### src/rtl/mbox_pkg.sv
package mbox_pkg;
  localparam int MB_DATA_W    = 8;
  localparam int MB_PORTS     = 4;
  localparam int MB_ADDR_W    = 16;
  localparam int MB_PAGE_BASE = 'h00F0;
  localparam int MB_PORT_OFF  = 4;
  localparam int MB_CTRL_OFF  = 1;
  localparam int MB_CLR_BIT   = 4;
endpackage

### src/rtl/mbox_host_window.sv
module mbox_host_window #(
  parameter int PORTS = 4,
  parameter int IDX_W = $clog2(PORTS)
) (
  input  logic             wr_en,
  input  logic [IDX_W-1:0] idx,
  output logic [PORTS-1:0] port_we
);
  for (genvar i = 0; i < PORTS; i++) begin : g_we
    assign port_we[i] = wr_en && (idx == IDX_W'(i));
  end
endmodule

### src/rtl/mbox_cop_decode.sv
module mbox_cop_decode #(
  parameter int ADDR_W    = 16,
  parameter int PORTS     = 4,
  parameter int PAGE_BASE = 'h00F0,
  parameter int PORT_OFF  = 4,
  parameter int CTRL_OFF  = 1,
  parameter int IDX_W     = $clog2(PORTS)
) (
  input  logic              wr_en,
  input  logic [ADDR_W-1:0] addr,
  input  logic [1:0]        clr_bits,
  output logic [PORTS-1:0]  port_we,
  output logic [PORTS-1:0]  clr_mask,
  output logic              port_hit,
  output logic [IDX_W-1:0]  port_idx
);
  localparam int TAG_W = ADDR_W - 4;
  localparam logic [TAG_W-1:0] PAGE_TAG = TAG_W'(PAGE_BASE >> 4);
  localparam int HALF = PORTS / 2;

  logic       in_page;
  logic [3:0] nib;
  logic [3:0] nib_rel;
  logic       ctrl_hit;

  always_comb begin
    in_page  = (addr[ADDR_W-1:4] == PAGE_TAG);
    nib      = addr[3:0];
    nib_rel  = nib - 4'(PORT_OFF);
    port_hit = in_page && (nib >= 4'(PORT_OFF)) && (nib_rel < 4'(PORTS));
    port_idx = nib_rel[IDX_W-1:0];
    ctrl_hit = wr_en && in_page && (nib == 4'(CTRL_OFF));
  end

  for (genvar i = 0; i < PORTS; i++) begin : g_port
    localparam int GRP = i / HALF;
    assign port_we[i]  = wr_en && port_hit && (port_idx == IDX_W'(i));
    assign clr_mask[i] = ctrl_hit && clr_bits[GRP];
  end
endmodule

### src/rtl/mbox_latch_bank.sv
module mbox_latch_bank #(
  parameter int DATA_W = 8,
  parameter int PORTS  = 4
) (
  input  logic                          clk,
  input  logic                          rst,
  input  logic [PORTS-1:0]              host_we,
  input  logic [DATA_W-1:0]             host_wdata,
  input  logic [PORTS-1:0]              cop_we,
  input  logic [DATA_W-1:0]             cop_wdata,
  input  logic [PORTS-1:0]              clr_mask,
  output logic [PORTS-1:0][DATA_W-1:0]  h2c,
  output logic [PORTS-1:0][DATA_W-1:0]  c2h
);
  for (genvar i = 0; i < PORTS; i++) begin : g_lat
    always_ff @(posedge clk) begin
      if (rst)               h2c[i] <= '0;
      else if (host_we[i])   h2c[i] <= host_wdata;
      else if (clr_mask[i])  h2c[i] <= '0;
    end

    always_ff @(posedge clk) begin
      if (rst)             c2h[i] <= '0;
      else if (cop_we[i])  c2h[i] <= cop_wdata;
    end

    assert_host_wins_R7: assert property (@(posedge clk) disable iff (rst)
      host_we[i] |=> h2c[i] == $past(host_wdata));
    assert_pair_clear_R6: assert property (@(posedge clk) disable iff (rst)
      (clr_mask[i] && !host_we[i]) |=> h2c[i] == '0);
    assert_inbound_hold_R2: assert property (@(posedge clk) disable iff (rst)
      (!host_we[i] && !clr_mask[i]) |=> $stable(h2c[i]));
    assert_outbound_hold_R8: assert property (@(posedge clk) disable iff (rst)
      !cop_we[i] |=> $stable(c2h[i]));
  end
endmodule

### src/rtl/mbox_bridge.sv
module mbox_bridge
  import mbox_pkg::*;
#(
  parameter int DATA_W    = MB_DATA_W,
  parameter int PORTS     = MB_PORTS,
  parameter int ADDR_W    = MB_ADDR_W,
  parameter int PAGE_BASE = MB_PAGE_BASE,
  parameter int PORT_OFF  = MB_PORT_OFF,
  parameter int CTRL_OFF  = MB_CTRL_OFF,
  parameter int CLR_BIT   = MB_CLR_BIT,
  parameter int IDX_W     = $clog2(PORTS)
) (
  input  logic              clk,
  input  logic              rst,
  input  logic              host_wr_en,
  input  logic              host_rd_en,
  input  logic [IDX_W-1:0]  host_idx,
  input  logic [DATA_W-1:0] host_wdata,
  output logic [DATA_W-1:0] host_rdata,
  input  logic              cop_wr_en,
  input  logic              cop_rd_en,
  input  logic [ADDR_W-1:0] cop_addr,
  input  logic [DATA_W-1:0] cop_wdata,
  output logic [DATA_W-1:0] cop_rdata,
  output logic              cop_rd_ram,
  output logic              ram_we,
  output logic [ADDR_W-1:0] ram_addr,
  output logic [DATA_W-1:0] ram_wdata
);
  logic [PORTS-1:0]             host_we;
  logic [PORTS-1:0]             cop_we;
  logic [PORTS-1:0]             clr_mask;
  logic                         port_hit;
  logic [IDX_W-1:0]             port_idx;
  logic [PORTS-1:0][DATA_W-1:0] h2c;
  logic [PORTS-1:0][DATA_W-1:0] c2h;

  mbox_host_window #(.PORTS(PORTS), .IDX_W(IDX_W)) u_host (
    .wr_en(host_wr_en), .idx(host_idx), .port_we(host_we)
  );

  mbox_cop_decode #(
    .ADDR_W(ADDR_W), .PORTS(PORTS), .PAGE_BASE(PAGE_BASE),
    .PORT_OFF(PORT_OFF), .CTRL_OFF(CTRL_OFF), .IDX_W(IDX_W)
  ) u_dec (
    .wr_en(cop_wr_en), .addr(cop_addr),
    .clr_bits(cop_wdata[CLR_BIT +: 2]),
    .port_we(cop_we), .clr_mask(clr_mask),
    .port_hit(port_hit), .port_idx(port_idx)
  );

  mbox_latch_bank #(.DATA_W(DATA_W), .PORTS(PORTS)) u_bank (
    .clk(clk), .rst(rst),
    .host_we(host_we), .host_wdata(host_wdata),
    .cop_we(cop_we), .cop_wdata(cop_wdata),
    .clr_mask(clr_mask), .h2c(h2c), .c2h(c2h)
  );

  always_ff @(posedge clk) begin
    if (rst) begin
      host_rdata <= '0;
    end else if (host_rd_en) begin
      host_rdata <= c2h[host_idx];
    end
  end

  always_ff @(posedge clk) begin
    if (rst) begin
      cop_rdata  <= '0;
      cop_rd_ram <= 1'b0;
    end else begin
      cop_rd_ram <= cop_rd_en && !port_hit;
      if (cop_rd_en) cop_rdata <= port_hit ? h2c[port_idx] : '0;
    end
  end

  always_ff @(posedge clk) begin
    if (rst) begin
      ram_we    <= 1'b0;
      ram_addr  <= '0;
      ram_wdata <= '0;
    end else begin
      ram_we <= cop_wr_en;
      if (cop_wr_en) begin
        ram_addr  <= cop_addr;
        ram_wdata <= cop_wdata;
      end
    end
  end

  assert_host_no_ram_R2: assert property (@(posedge clk) disable iff (rst)
    !cop_wr_en |=> !ram_we);
  assert_forward_R8: assert property (@(posedge clk) disable iff (rst)
    cop_wr_en |=> (ram_we && ram_addr == $past(cop_addr) && ram_wdata == $past(cop_wdata)));
  assert_ram_sel_zero_R9: assert property (@(posedge clk) disable iff (rst)
    cop_rd_ram |-> cop_rdata == '0);
  assert_ram_sel_pulse_R9: assert property (@(posedge clk) disable iff (rst)
    !cop_rd_en |=> !cop_rd_ram);
endmodule

### config.mk
export PLATFORM = sky130hd
export DESIGN_NAME = mbox_bridge
export DESIGN_NICKNAME = d
export VERILOG_FILES = /design/src/rtl/mbox_pkg.sv /design/src/rtl/mbox_host_window.sv /design/src/rtl/mbox_cop_decode.sv /design/src/rtl/mbox_latch_bank.sv /design/src/rtl/mbox_bridge.sv
export SDC_FILE = /design/constraint.sdc
export NUM_CORES = 1
export LEC_CHECK = 0
export BUFFER_PORTS_ARGS = -buffer_cell sky130_fd_sc_hd__buf_2
export CORE_ASPECT_RATIO = 0.6
export CORE_MARGIN = 1
export CORE_UTILIZATION = 54
export DETAILED_ROUTE_END_ITERATION = 8
export PLACE_DENSITY = 0.87
export SETUP_SLACK_MARGIN = 0.5
export SYNTH_ARGS = -nofsm -noshare
export SYNTH_HDL_FRONTEND = slang
export SYNTH_SLANG_ARGS = --single-unit
### constraint.sdc
create_clock -name clk -period 1.96 [get_ports clk]
set_input_delay 0.098 -clock clk [delete_from_list [all_inputs] [get_ports clk]]
set_output_delay 0.098 -clock clk [all_outputs]
set_load 0.005 [all_outputs]
==> Word-level counts from Yosys, hierarchy flattened <==
Cells that the tools add are included.
{ "totals": {"reg_bits": 106, "in_bits": 40, "elab_cells": 61, "out_inout_bits": 42} }
{ "op_classes": {"reduce_logical": 23, "addsub": 1, "eq_ne": 8, "n_mux": 11, "order_cmp": 4} }
{ "ops": {"columns": ["op", "count"], "rows": [
  ["two-way mux 8 bit", 9],
  ["binary-select mux 8 bit (select 2 bit)", 2],
  ["logical AND 1 bit", 16],
  ["== test 12 x 4 -> 1 bit (second input constant)", 1],
  ["== test 2 bit (second input constant)", 4],
  ["nonzero test 2 bit", 4],
  ["less-than comparator 2 x 3 -> 1 bit (second input constant)", 2],
  ["== test 2 x 1 -> 1 bit (second input constant)", 2],
  ["== test 4 x 1 -> 1 bit (second input constant)", 1],
  ["greater-or-equal comparator 4 x 3 -> 1 bit (second input constant)", 1],
  ["zero test 2 bit", 2],
  ["less-than comparator 4 x 3 -> 1 bit (second input constant)", 1],
  ["subtractor 4 x 3 -> 4 bit (second input constant)", 1],
  ["zero test 1 bit", 1]
]} }

==> Longest topological paths before layout <==
{ "logic_depth": {"depth_word": 6, "depth_mapped": 6, "mapped_depth_nobuf": 4} }

==> By module <==
From an unflattened synthesis, not the netlist that was laid out.
{ "hier_totals": {"cells_unflattened": 437, "area_unflattened_um2": 4789.6} }
{ "modules_own_cells": {"columns": ["module", "seq_area_each_um2", "n_inst", "cells_each", "area_per_inst_um2"], "rows": [
  ["mbox_latch_bank", 1281.2, 1, 251, 2667.6],
  ["mbox_bridge", 840.8, 1, 158, 1891.8],
  ["mbox_cop_decode", 0.0, 1, 24, 192.7],
  ["mbox_host_window", 0.0, 1, 4, 37.5]
]} }

==> Least setup slack after synthesis <==
No wires, ideal clock.
{ "synth_path": {"path_type": "input to register", "start": "in cop_addr[8]", "end": "reg u_bank.c2h[0] (netlist name)", "path_slack_ps": 196, "t_required_ps": 1888, "cell_stages": 5, "setup_ps": 72, "path_buffers": 1, "arrival_ps": 1692, "path_cell_list": "or4_1 nor4_2 nor3b_1 buf_4 mux2i_1"} }
{ "synth_between": {"elab_chain_len": 5} }
{ "synth_rtl": {"columns": ["element", "line", "source"], "rows": [
  ["from (decl)", "mbox_bridge.sv:22", "input logic [ADDR_W-1:0] cop_addr,"],
  ["== test 12 x 4 -> 1 bit", "mbox_cop_decode.sv:27", "in_page = (addr[ADDR_W-1:4] == PAGE_TAG);"],
  ["logical AND 1 bit (2 in a row)", "mbox_cop_decode.sv:30", "port_hit = in_page && (nib >= 4'(PORT_OFF)) && (nib_rel < 4'(PORTS));"],
  ["logical AND 1 bit (2 in a row)", "mbox_cop_decode.sv:37", "assign port_we[i] = wr_en && port_hit && (port_idx == IDX_W'(i));"],
  ["to (signal, indexed assignment)", "mbox_latch_bank.sv:24", "else if (cop_we[i]) c2h[i] <= cop_wdata;"],
  ["to (decl)", "mbox_latch_bank.sv:13", "output logic [PORTS-1:0][DATA_W-1:0] c2h"]
]} }
Every way passes these cells.
A chain may end at the register's enable or synchronous reset.

==> Final worst setup path <==
{ "layout_path": {"start": "in cop_addr[8]", "end": "reg u_bank.h2c[5] (netlist name)"} }
{ "layout_between": {"elab_chain_len": 5} }
{ "layout_rtl": {"columns": ["element", "line", "source"], "rows": [
  ["== test 12 x 4 -> 1 bit", "mbox_cop_decode.sv:27", null],
  ["logical AND 1 bit (2 in a row)", "mbox_cop_decode.sv:32", "ctrl_hit = wr_en && in_page && (nib == 4'(CTRL_OFF));"],
  ["logical AND 1 bit", "mbox_cop_decode.sv:38", "assign clr_mask[i] = ctrl_hit && clr_bits[GRP];"],
  ["nonzero test 2 bit (no line)", null, null],
  ["to (signal, indexed assignment)", "mbox_latch_bank.sv:18", "else if (host_we[i]) h2c[i] <= host_wdata;"],
  ["to (decl)", "mbox_latch_bank.sv:12", "output logic [PORTS-1:0][DATA_W-1:0] h2c,"]
]} }
Every way passes these cells.

==> flow_metrics.env <==
export IMPL_start_util_pct=56.3
export IMPL_dieWidth_um=115
export IMPL_startpoint_type="input pin"
export IMPL_arrival_ns=1.71
export IMPL_postSynthAreaPerCell_um2=11.4
export IMPL_area_growth_pct=21.4
export IMPL_viasPerCell=5.74
export IMPL_max_cap_violations=0
export IMPL_max_slew_margin_pct=43.3
export IMPL_rows=24
export IMPL_die_height_um=69.6
export IMPL_grt_setup_unrepaired="yes"
export IMPL_fillers=527
export IMPL_status="finished, final reports clean"
export IMPL_gp_congestion=0.889
export IMPL_num_antenna_cells=0
export IMPL_synth_seq_area_share_pct=51.6
export IMPL_slew_viol_final=0
export IMPL_wl_per_cell_um=18.0
export IMPL_grt_overflow=0
export IMPL_hold_violations=0
export IMPL_powerDensity_nw_per_um2=860
export IMPL_path_cells="buf_2 -> or4_4 -> nor4b_4 -> buf_4 -> a311oi_2 -> a22o_1"
export IMPL_ctsHtreeMaxLevel=3
export IMPL_dp_hpwl_um=7340
export IMPL_drt_iter0_markers=324
export IMPL_grt_pass1_wl_um=15800
export IMPL_ir_drop_mv=0.446
export IMPL_synth_fp_nets=400
export IMPL_final_layout_size_suffix_gt1_share_pct=30.5
export IMPL_io_buffer_count=81
export IMPL_setup_viol=0
export IMPL_hold_path_class="input pin to flip-flop"
export IMPL_nets=481
export IMPL_yosysUniqueCellTypes=28
export IMPL_antenna_found_initial=0
export IMPL_drt_wl_total_um=9880
export IMPL_worst_pin_slew_ns=0.845
export IMPL_p_leak_nw=2.32
export IMPL_ant_nets=0
export IMPL_netlist_instances=360
export IMPL_yosys_warnings=0
export IMPL_dr_pass1_iters=4
export IMPL_cpLargestDelayFamily="simple AND/OR/NAND/NOR gates"
export IMPL_grt_total_usage_pct=26.5
export IMPL_power_mw=4.29
export IMPL_finalCritPeriodShare_pct=75.4
export IMPL_crit_type="input pin to flip-flop"
export IMPL_register_area_um2=2120
export IMPL_path_buf_inv=2
export IMPL_cts_made_buffers=9
export IMPL_fmax_mhz=676
export IMPL_worstPathMaxFanout=8
export IMPL_cts_root_buffer="clkbuf_16"
export IMPL_period_needed_ns=1.48
export IMPL_drcViolationCount=0
export IMPL_die_area_um2=7970
export IMPL_cts_buffer_depth=2
export IMPL_io_pins=82
export IMPL_fp_coreArea_um2=7300
export IMPL_required_ns=2.19
export IMPL_multi_input_area_um2=1950
export IMPL_cts_tree="yes"
export IMPL_critical_path_slowest_cell="or4_4"
export IMPL_fin_tns_setup_ns=0
export IMPL_cts_sinks=106
export IMPL_slowest_delay_ns=0.58
export IMPL_clock_latency_ns=0.34
export IMPL_grt_max_degree=29
export IMPL_finClkSkew_ns=0.00628
export IMPL_ys_ff_latch=106
export IMPL_syn_area_um2=4110
export IMPL_end_kind="flip-flop"
export IMPL_via_count=3155
export IMPL_grt_pass1_vias=3031
export IMPL_clk_pin_slew_ns=0.07
sequential cells by signal, indices dropped and copies added (netlist names):
signal / cells
ram_wdata: 8
u_bank.c2h: 32
host_rdata: 8
ram_addr: 16
u_bank.h2c: 32
cop_rd_ram: 1
ram_we: 1
cop_rdata: 8
power breakdown:
group | internal (mW) | switching, mW | leakage (nW) | total (mW)
logic | 0.151 | 0.192 | 1.32 | 0.343
registers | 2.21 | 0.0308 | 0.861 | 2.24
clock network | 0.883 | 0.824 | 0.136 | 1.71
total | 3.24 | 1.05 | 2.32 | 4.29
cell type report:
| cell class | count | area share, % |
|---|---|---|
| clock buffer | 9 | 4.52 |
| sequential | 106 | 42.5 |
| inverter | 1 | 0.0753 |
| multi-input combinational | 230 | 39.0 |
| timing repair buffer | 93 | 9.93 |
| tap | 104 | 2.61 |
| clock inverter | 7 | 1.30 |
cell families after synthesis:
| kind of cell | after synthesis | share of synthesized area [%] |
|---|---|---|
| flip-flops | 106 | 51.6 |
| AND/OR/NAND/NOR | 105 | 11.9 |
| multiplexers | 88 | 26.3 |
| AO/OA/AOI/OAI | 37 | 7.83 |
| buffers and inverters | 24 | 2.34 |
metrics by stage:
stage / hold slack (ns) / cell area (um2) / utilization, % / setup WS, ns / instances
after CTS: 0.000298 / 4970 / 68.2 / 0.493 / 549
after detailed placement: 0.365 / 4680 / 64.2 / 0.136 / 533
after global placement: 0.349 / 4680 / 64.2 / 0.176 / 533
after floorplan: 0.231 / 4160 / - / 0.342 / 360
final: 0.00912 / 4990 / 68.3 / 0.482 / 550
after global routing: 0.0205 / 4990 / 68.3 / 0.431 / 550
worst min-delay path, cell delays in order:
cell and delay, ns:
buf_2 0.09, mux2i_1 0.06, nor2_1 0.07
routing by layer:
layer / global-route usage [%] / share of wire, %
met2: 38.0 / 43
met4: 8.66 / 1.2
met3: 7.08 / 11
met5: 0 / 0
met1: 38.6 / 45
cell usage in the layout, fill, tap and decap left out, types with 2 or more instances in the layout:
cell type   count
nor2_1         43
clkinvlp_4      2
buf_4          12
clkinv_4        2
a311oi_2        4
buf_2          81
dfxtp_1       106
clkbuf_16       9
a22o_1         32
mux4_2         16
and3_1          2
and2_1          3
nand2_1        42
mux2i_1        72
nand3b_1        2
path summary, 6_finish.rpt:
check                                    start        endpoint  slack, ns  cells past startpoint
worst max-delay path               cop_addr[8]   u_bank.h2c[5]       0.48                      6
worst min-delay path               cop_addr[5]     ram_addr[5]      0.009                      3
worst max register to register  u_bank.h2c[29]    cop_rdata[5]       0.79                      3
worst min register to register  u_bank.c2h[14]  u_bank.c2h[14]       0.46                      2
synthesized netlist by cell type (all sizes together):
| library cell | n | area share (%) |
|---|---|---|
| nor4b | 1 | 0.58 |
| nor3 | 1 | 0.12 |
| and3 | 2 | 0.30 |
| nor2 | 43 | 3.9 |
| nand2 | 42 | 3.8 |
| a31oi | 1 | 0.15 |
| buf | 12 | 1.2 |
| nor4 | 1 | 0.30 |
| nor4bb | 1 | 0.24 |
| mux4 | 16 | 8.8 |
| clkinv | 1 | 0.091 |
| clkbuf | 11 | 1.0 |
| or3 | 1 | 0.15 |
| a311oi | 4 | 0.85 |
| nor3b | 2 | 0.37 |
| a22o | 32 | 6.8 |
| nor2b | 1 | 0.15 |
| nand3b | 2 | 0.37 |
| dfxtp | 106 | 52 |
| nand3 | 1 | 0.24 |
| and3b | 1 | 0.21 |
| nand4bb | 1 | 0.27 |
| nand4 | 1 | 0.15 |
| mux2i | 72 | 18 |
| and2 | 3 | 0.46 |
| or4 | 1 | 0.18 |
what timing repair did:
item / 4_1_cts / 5_1_grt
buffers inserted: 0 / 1
hold buffers: 0 / 0
setup endpoints to repair: 1 / 47
gates resized for setup: 0 / 1
Power figures use the tool's default switching activity.
